<file path="src/rtl/split_master_arbiter_pkg.sv">
// Shared constants and types for the master/split arbiter.
// Assumes an 8-bit limit field and 2-bit priorities; positions are derived.
package split_master_arbiter_pkg;
    localparam int CNT_W   = 8;
    localparam int PRIO_W  = 2;
    localparam int DATA_W  = 32;

    localparam int RLIM_LSB = 0;
    localparam int WLIM_LSB = RLIM_LSB + CNT_W;
    localparam int MPRI_LSB = WLIM_LSB + CNT_W;
    localparam int SPRI_LSB = MPRI_LSB + PRIO_W;
    localparam int MODE_BIT = SPRI_LSB + PRIO_W;
    localparam int FRTY_BIT = 24;
    localparam int FWAI_BIT = FRTY_BIT + 1;

    typedef enum logic {OWN_MST = 1'b0, OWN_SPL = 1'b1} owner_e;

    typedef struct packed {
        logic              alt_mode;
        logic [PRIO_W-1:0] spl_prio;
        logic [PRIO_W-1:0] mst_prio;
        logic [CNT_W-1:0]  wait_lim;
        logic [CNT_W-1:0]  retry_lim;
    } arb_cfg_t;
endpackage

</file>
<file path="src/rtl/sma_cfg_regs.sv">
// Configuration word with two sticky flags (write-one-to-clear).
// Assumes a set and a clear in the same cycle leave the flag set.
module sma_cfg_regs
    import split_master_arbiter_pkg::*;
(
    input  logic              clk,
    input  logic              rst_n,
    input  logic              wr,
    input  logic [DATA_W-1:0] wdata,
    input  logic              set_retry,
    input  logic              set_wait,
    output arb_cfg_t          cfg,
    output logic [DATA_W-1:0] rdata
);
    logic flag_retry;
    logic flag_wait;
    logic unused_wbits;

    assign unused_wbits = ^{wdata[DATA_W-1:FWAI_BIT+1], wdata[FRTY_BIT-1:MODE_BIT+1]};

    // Field storage: loaded whole on a write.
    always_ff @(posedge clk) begin
        if (!rst_n) begin
            cfg <= '0;
        end else if (wr) begin
            cfg <= arb_cfg_t'(wdata[MODE_BIT:0]);
        end
    end

    // Sticky flags: set by events, cleared by written ones, set dominant.
    always_ff @(posedge clk) begin
        if (!rst_n) begin
            flag_retry <= 1'b0;
            flag_wait  <= 1'b0;
        end else begin
            flag_retry <= set_retry | (flag_retry & ~(wr & wdata[FRTY_BIT]));
            flag_wait  <= set_wait  | (flag_wait  & ~(wr & wdata[FWAI_BIT]));
        end
    end

    // Readback assembly.
    always_comb begin
        rdata              = '0;
        rdata[MODE_BIT:0]  = cfg;
        rdata[FRTY_BIT]    = flag_retry;
        rdata[FWAI_BIT]    = flag_wait;
    end
endmodule

</file>
<file path="src/rtl/sma_pick.sv">
// Combinational choice between master and split requests.
// Assumes last_spl tells whether the previous grant went to the split side.
module sma_pick
    import split_master_arbiter_pkg::*;
(
    input  logic              mst_req,
    input  logic              spl_req,
    input  logic              alt_mode,
    input  logic [PRIO_W-1:0] mst_prio,
    input  logic [PRIO_W-1:0] spl_prio,
    input  logic              last_spl,
    output logic              pick_mst,
    output logic              pick_spl
);
    logic spl_wins_tie_break;

    // Decide who wins when both request.
    always_comb begin
        if (alt_mode) spl_wins_tie_break = ~last_spl;
        else          spl_wins_tie_break = (spl_prio < mst_prio);
    end

    // Final one-hot pick.
    always_comb begin
        pick_spl = spl_req & (~mst_req | spl_wins_tie_break);
        pick_mst = mst_req & ~pick_spl;
    end
endmodule

</file>
<file path="src/rtl/sma_limit_cnt.sv">
// Event counter compared with a programmable limit; limit 0 disables it.
// EXCEED=1 fires on the event after LIMIT events; EXCEED=0 fires on the LIMIT-th.
module sma_limit_cnt #(
    parameter int W      = 8,
    parameter bit EXCEED = 1'b1
) (
    input  logic         clk,
    input  logic         rst_n,
    input  logic         clear,
    input  logic         step,
    input  logic [W-1:0] limit,
    output logic         hit
);
    logic [W-1:0] cnt;

    // Saturating count, cleared on request.
    always_ff @(posedge clk) begin
        if (!rst_n)                   cnt <= '0;
        else if (clear)               cnt <= '0;
        else if (step && cnt != '1)   cnt <= cnt + 1'b1;
    end

    // Variant chosen by parameter.
    generate
        if (EXCEED) begin : g_exceed
            assign hit = step & ~clear & (limit != '0) & (cnt == limit);
        end else begin : g_reach
            assign hit = step & ~clear & (limit != '0) & (cnt == limit - 1'b1);
        end
    endgenerate
endmodule

</file>
<file path="src/rtl/split_master_arbiter.sv">
// Top: grants the channel to master or split queue, holds it until done,
// aborts master transactions that exceed the retry limit and flags long
// ready waits. Assumes done/retry/trdy only matter while a grant is up.
module split_master_arbiter
    import split_master_arbiter_pkg::*;
(
    input  logic              clk,
    input  logic              rst_n,
    input  logic              cfg_wr,
    input  logic [DATA_W-1:0] cfg_wdata,
    input  logic              mst_req,
    input  logic              spl_req,
    input  logic              retry_in,
    input  logic              trdy_in,
    input  logic              done_in,
    output logic              mst_gnt,
    output logic              spl_gnt,
    output logic              abort_out,
    output logic [DATA_W-1:0] cfg_rdata
);
    arb_cfg_t cfg;
    logic     busy;
    owner_e   owner;
    logic     last_spl;
    logic     abort_q;
    logic     pick_mst;
    logic     pick_spl;
    logic     start;
    logic     retry_hit;
    logic     wait_hit;

    assign start = ~busy & (pick_mst | pick_spl);

    sma_cfg_regs u_cfg (
        .clk(clk), .rst_n(rst_n), .wr(cfg_wr), .wdata(cfg_wdata),
        .set_retry(retry_hit), .set_wait(wait_hit),
        .cfg(cfg), .rdata(cfg_rdata)
    );

    sma_pick u_pick (
        .mst_req(mst_req), .spl_req(spl_req), .alt_mode(cfg.alt_mode),
        .mst_prio(cfg.mst_prio), .spl_prio(cfg.spl_prio), .last_spl(last_spl),
        .pick_mst(pick_mst), .pick_spl(pick_spl)
    );

    sma_limit_cnt #(.W(CNT_W), .EXCEED(1'b1)) u_retry (
        .clk(clk), .rst_n(rst_n), .clear(start),
        .step(busy & (owner == OWN_MST) & retry_in & ~done_in),
        .limit(cfg.retry_lim), .hit(retry_hit)
    );

    sma_limit_cnt #(.W(CNT_W), .EXCEED(1'b0)) u_wait (
        .clk(clk), .rst_n(rst_n), .clear(start | (busy & trdy_in)),
        .step(busy & ~trdy_in),
        .limit(cfg.wait_lim), .hit(wait_hit)
    );

    // Ownership: take on a pick, release on done or abort.
    always_ff @(posedge clk) begin
        if (!rst_n) begin
            busy     <= 1'b0;
            owner    <= OWN_MST;
            last_spl <= 1'b1;
        end else if (start) begin
            busy     <= 1'b1;
            owner    <= pick_spl ? OWN_SPL : OWN_MST;
            last_spl <= pick_spl;
        end else if (busy && (done_in || retry_hit)) begin
            busy     <= 1'b0;
        end
    end

    // Abort pulse, one cycle after the excess retry.
    always_ff @(posedge clk) begin
        if (!rst_n) abort_q <= 1'b0;
        else        abort_q <= retry_hit;
    end

    assign mst_gnt   = busy & (owner == OWN_MST);
    assign spl_gnt   = busy & (owner == OWN_SPL);
    assign abort_out = abort_q;
endmodule

</file>
<file path="config.mk">
export PLATFORM = sky130hd
export DESIGN_NAME = split_master_arbiter
export DESIGN_NICKNAME = d
export VERILOG_FILES = /design/src/rtl/split_master_arbiter_pkg.sv /design/src/rtl/sma_cfg_regs.sv /design/src/rtl/sma_pick.sv /design/src/rtl/sma_limit_cnt.sv /design/src/rtl/split_master_arbiter.sv
export SDC_FILE = /design/constraint.sdc
export NUM_CORES = 1
export LEC_CHECK = 0
export ABC_AREA = 1
export ABC_CLOCK_PERIOD_IN_PS = 2100
export CORE_UTILIZATION = 35
export CTS_CLUSTER_SIZE = 8
export DETAILED_ROUTE_END_ITERATION = 6
export PLACE_DENSITY = 0.71
export RECOVER_POWER = 100
export SYNTH_ARGS = -nofsm -noshare
export SYNTH_HDL_FRONTEND = slang
export SYNTH_HIERARCHICAL = 1
export SYNTH_SLANG_ARGS = --single-unit
</file>
<file path="constraint.sdc">
create_clock -name clk -period 2.1 [get_ports clk]
set_input_delay 0.21 -clock clk [delete_from_list [all_inputs] [get_ports clk]]
set_output_delay 0.21 -clock clk [all_outputs]
set_load 0.01 [all_outputs]
</file>
Word-level counts from Yosys, hierarchy flattened
Index checks and enable logic that the tools add are counted.
{ "word_totals": {"regBits": 43, "output_inout_bits": 35} }
{ "classes": {"add_sub_neg": 3, "n_lt_le_gt_ge": 1, "n_eq_ne": 4, "muxes": 4, "n_bitwise": 36, "n_reduce_logical": 9} }
{ "op_table": {"columns": ["operator", "count"], "rows": [
  ["1-bit bitwise AND", 19],
  ["8-bit by 1-bit adder with 8-bit output (second input constant)", 2],
  ["8-bit equality test", 2],
  ["8-bit inequality test (second input constant)", 2],
  ["8-bit nonzero test", 2],
  ["1-bit inverter", 12],
  ["8-bit by 1-bit subtractor with 8-bit output (second input constant)", 1],
  ["1-bit bitwise OR", 5],
  ["1-bit 2-to-1 mux", 4],
  ["2-bit OR reduction", 2],
  ["1-bit logical AND", 3],
  ["2-bit less-than comparator", 1],
  ["2-bit nonzero test", 1],
  ["1-bit logical OR", 1]
]} }

Logic depth before layout (Yosys ltp)
{ "depth": {"ltp_word": 16, "ltp_mapped": 17, "depth_no_buf": 17} }

Cells and area by module
Netlist, hierarchy kept.
{ "modules_own_cells": {"columns": ["module", "instances", "cells_each", "area_per_inst_um2", "seq_area_each_um2"], "rows": [
  ["sma_cfg_regs", 1, 135, 1044.8, 460.4],
  ["sma_limit_cnt (u_wait)", 1, 137, 749.5, 160.2],
  ["sma_limit_cnt (u_retry)", 1, 101, 604.3, 160.2],
  ["split_master_arbiter", 1, 27, 195.2, 80.1],
  ["sma_pick", 1, 13, 71.3, 0.0]
]} }

Worst setup path after synthesis
OpenSTA, ideal clock, no wires.
{ "synth_timing": {"path_type": "register -> register", "start": "register, netlist name u_cfg/cfg[17]", "end": "register u_cfg.flag_wait", "setup_ns": 0.070, "arrival_ns": 1.811, "required_ns": 2.030, "path_slack_ns": 0.219, "path_stages_with_launch": 17, "n_path_buf": 0, "period_less_slack_ns": 1.881, "path_cell_list": "dfxtp_1 -> inv_1 -> ha_1 -> nand2_1 -> nand2_1 -> a21boi_0 -> o21ai_4 -> nand2_1 -> inv_1 -> nand2_1 -> nor2_1 -> nand3_1 -> nor2_1 -> nand4_1 -> nor2_1 -> inv_1 -> a21oi_1"} }
{ "synth_between": {"elab_chain_cells": 14} }
{ "synth_rtl": {"columns": ["element", "line", "rtl"], "rows": [
  ["2-bit less-than comparator (*)", "sma_pick.sv:20", "else spl_wins_tie_break = (spl_prio < mst_prio);"],
  ["1-bit 2-to-1 mux (*)", "sma_pick.sv:19", "if (alt_mode) spl_wins_tie_break = ~last_spl;"],
  ["1-bit bitwise OR (*)", "sma_pick.sv:25", "pick_spl = spl_req & (~mst_req | spl_wins_tie_break);"],
  ["1-bit bitwise AND (*)", "sma_pick.sv:25", null],
  ["named net pick_spl", "split_master_arbiter.sv:27", "logic pick_spl;"],
  ["1-bit inverter", "sma_pick.sv:26", "pick_mst = mst_req & ~pick_spl;"],
  ["1-bit bitwise AND", "sma_pick.sv:26", null],
  ["1-bit bitwise OR (*)", "split_master_arbiter.sv:32", "assign start = ~busy & (pick_mst | pick_spl);"],
  ["1-bit bitwise AND (*)", "split_master_arbiter.sv:32", null],
  ["1-bit bitwise OR (*)", "split_master_arbiter.sv:53", ".clk(clk), .rst_n(rst_n), .clear(start | (busy & trdy_in)),"],
  ["1-bit inverter (*)", "sma_limit_cnt.sv:28", "assign hit = step & ~clear & (limit != '0) & (cnt == limit - 1'b1);"],
  ["1-bit bitwise AND (*) (3 in a row)", "sma_limit_cnt.sv:28", null],
  ["named net wait_hit", "split_master_arbiter.sv:30", "logic wait_hit;"],
  ["1-bit bitwise OR (*)", "sma_cfg_regs.sv:37", "flag_wait <= set_wait | (flag_wait & ~(wr & wdata[FWAI_BIT]));"],
  ["to (signal assigned)", "sma_cfg_regs.sv:37", null],
  ["to (decl)", "sma_cfg_regs.sv:16", "logic flag_wait;"]
]} }
Mark *: on every way through the listed nets, which the timed path passes. The rest lies on a longest branch.
A chain may end at the register's enable or synchronous reset.

Final worst setup path
{ "layout_timing": {"start": "register, netlist name u_cfg/cfg[17]", "end": "register u_cfg.flag_wait"} }
{ "layout_between": {"elab_chain_cells": 14} }
{ "layout_rtl": {"columns": ["element", "line", "rtl"], "rows": [
  ["2-bit less-than comparator", "sma_pick.sv:20", null],
  ["1-bit 2-to-1 mux", "sma_pick.sv:19", null],
  ["1-bit bitwise OR", "sma_pick.sv:25", null],
  ["1-bit bitwise AND", "sma_pick.sv:25", null],
  ["1-bit inverter", "sma_pick.sv:26", null],
  ["1-bit bitwise AND", "sma_pick.sv:26", null],
  ["named net pick_mst", "split_master_arbiter.sv:26", "logic pick_mst;"],
  ["1-bit bitwise OR", "split_master_arbiter.sv:32", null],
  ["1-bit bitwise AND", "split_master_arbiter.sv:32", null],
  ["1-bit bitwise OR", "split_master_arbiter.sv:53", null],
  ["1-bit inverter", "sma_limit_cnt.sv:28", null],
  ["1-bit bitwise AND (3 in a row)", "sma_limit_cnt.sv:28", null],
  ["named net wait_hit", "split_master_arbiter.sv:30", null],
  ["1-bit bitwise OR", "sma_cfg_regs.sv:37", null]
]} }
The timed path passes the listed nets, and every way through them passes these cells.

==> impl_metrics.toml <==
[outcome]
status = "complete, no violations"

[power]
cellLeakagePower_nw = 1.469
irDropWorstVdd_mv = 0.2421
power_density_mw_per_mm2 = 557.0
power.total_mw = 1.822

[setup_path]
worst-setup-path-type = "reg2reg"
crit_required_ns = 2.34
r2r_slack_ns = 0.20
cp_max_fo = 3
arrival_ns = 2.14
worstRegToRegCells = 17
startpoint_type = "flip-flop"
end_kind = "flip-flop"
reg2reg_to = "u_cfg/flag_wait"
r2r_start = "u_cfg/cfg[17]"

[sta]
tightest_slew_ns = 0.6686
hold_viol = 0
rsz0062_at_grt = "no"
final.setup.worst_slack_ns = 0.1983
slew_headroom = 0.5538
skew_ns = 0.008887
max_freq_mhz = 525.8
slew_violations = 0
whs_ns = 0.4649
period_share = 0.9056
min_period_ns = 1.902
setup_viol = 0

[synth]
yosysUniqueCellTypes = 29
yosys.area.top_type = "dfxtp_1"
synth_fa_ha_area_frac = 0.01878
yosys-top-cells-area = "dfxtp_1 32%, nor2_1 13%, nand2_1 12%, buf_4 9.3%, inv_1 6.6%"
synth_edf_count = 0
synthSimpleGateAreaFrac = 0.3437
synth_top_family_by_area = "simple AND/OR/NAND/NOR gates"
yosysTopAreaCellShare = 0.3230
netlist_instances = 413
yosysSeqAreaShare = 0.3230
synth-xor-area-share = 0.03615
synth-compound-area-share = 0.09812
synthMuxAreaShare = 0
syn-cell-area_mm2 = 0.002665
syn_area_per_cell_um2 = 6.453
synth_warnings = 6
synth-main-ff-cell = "dfxtp_1"
synth-async-reset-ratio = 0
ys_ff_latch = 43

[floorplan]
dieArea_mm2 = 0.007967
core.rowCount = 31
initial_utilization = 0.3655
ios = 75
die_w_um = 89.26
core_mm2 = 0.007292
dieHeight_um = 89.26

[place]
pre_cts_slack_ns = -0.009411
port_buffers = 56
hpwlAfterDp_um = 4562
place_area_mm2 = 0.003128
gp_congestion = 0.8065
dpl.cell_count = 542

[detailed_routing]
vias_per_cell = 4.546
drtAntennaViolNets = 0
routed_wl_um = 6008
detail_route.wl_per_cell_um = 10.90
remaining_drc_errors = 0
dr_total_vias = 2505
drt_iter0_drc = 117
firstDrtPassIters = 4

[finish]
area_growth_syn_to_layout_pct = 22.72
layout-drive-gt1-share = 0.09071
antenna_cells = 0
final_common_cell = "nor2_1"
stdcell_count = 551
layout_common_cells = "94 x nor2_1, 82 x nand2_1, 45 x inv_1"
design_area_mm2 = 0.003271
nNetsFinal = 495

[worst_hold_path]
holdPathStages = 2
hold_end = "last_spl"
hold_path_class = "reg2reg"
min_from = "last_spl"

[global_route]
grt_overflow_total = 0
antenna_found_initial = 0
grt_pass1_wl_um = 10110
grt_pass1_vias = 2284
grt_max_degree = 26
grt.total_usage = 0.1639

[clocking]
clk_pin_slew_ns = 0.09
cts.sinks = 43
htreeDepth = 2
cts_made_buffers = 5
root_buffer = "clkbuf_8"
ctsLongestPathBuffers = 2
tritoncts = "built"
insertion_delay_ns = 0.30

[run]
drv_cap = 0
[Yosys cell counts, drive strengths merged (5+ instances only)]
library cell and number:
inv 50, nand4 7, dfxtp 43, nor2 98, xnor2 8, o21ai 31
nor3 5, buf 35, a21oi 13, nand3 18, nand2 89
[per-stage QoR]
stage | TNS, ns | utilization
6_report | 0 | 0.4485
2_1_floorplan | 0 | -
4_1_cts | 0 | 0.4406
3_5_place_dp | -0.009411 | 0.4290
5_1_grt | 0 | 0.4485
3_3_place_gp | 0 | 0.4290
[flip-flops by register name, indices dropped and copies added (netlist names)]
name / count
u_cfg/cfg: 21
owner: 1
u_cfg/flag_wait: 1
u_wait/cnt: 8
abort_out: 1
u_cfg/flag_retry: 1
last_spl: 1
busy: 1
u_retry/cnt: 8
[what timing repair did]
action                     in CTS  in global routing
pin swaps                       0                 12
setup endpoints to repair       1                 12
hold buffers                    0                  0
gates resized for setup         1                 16
setup buffers                   0                  1
[worst max-delay path, stage by stage (launching register included)]
cell	delay, ns
dfxtp_2	0.35
inv_2	0.04
ha_4	0.15
nor2_4	0.11
nand2_4	0.07
nand2_2	0.08
a21oi_4	0.06
o21ai_4	0.16
nand2_1	0.08
inv_2	0.06
nand2_2	0.05
nor2_2	0.10
nand3_1	0.08
nor2_1	0.11
nand4_1	0.08
nor2_1	0.10
inv_1	0.06
a21oi_2	0.11
[cells by family after synthesis]
kind of cell	Yosys count
other	1
XOR/XNOR	11
AND/OR/NAND/NOR	219
adder cells (fa/ha/maj)	4
flip-flops	43
AO/OA/AOI/OAI	46
buffers and inverters	89
[per-layer routing]
layer | global-route usage | wire [um] | vias to the layer above
li1 | - | - | 1310
met1 | 0.1912 | 2673 | 1125
met2 | 0.2915 | 2905 | 60
met3 | 0.03786 | 315 | 10
met4 | 0.06205 | 114 | 0
met5 | 0 | 0 | -
[report_power, final]
part | switching, mW | total, mW | leakage [nW] | internal (mW)
registers | 0.0458 | 0.899 | 0.353 | 0.853
clock network | 0.291 | 0.523 | 0.0412 | 0.233
logic | 0.210 | 0.400 | 1.07 | 0.190
total | 0.546 | 1.82 | 1.47 | 1.28
[area by class of cell]
cell class	count	area (um2)
fill	786	4021
multi-input combinational	289	1405
sequential	43	863.3
timing repair buffer	62	605.6
inverter	50	187.7
tap	99	123.9
clock buffer	6	72.57
clock inverter	2	12.51
[worst max path at each step]
stage                  start         endpoint  depth (start not counted)  slack (ns)
2_1_floorplan  u_cfg/cfg[17]  u_cfg/flag_wait                         16        0.22
3_3_place_gp         mst_req  u_cfg/flag_wait                         15        0.04
3_5_place_dp         mst_req  u_cfg/flag_wait                         15      -0.009
4_1_cts        u_cfg/cfg[17]  u_cfg/flag_wait                         17        0.06
5_1_grt        u_cfg/cfg[17]  u_cfg/flag_wait                         17      0.0008
6_report       u_cfg/cfg[17]  u_cfg/flag_wait                         17        0.20
Power figures use the tool's default switching activity.
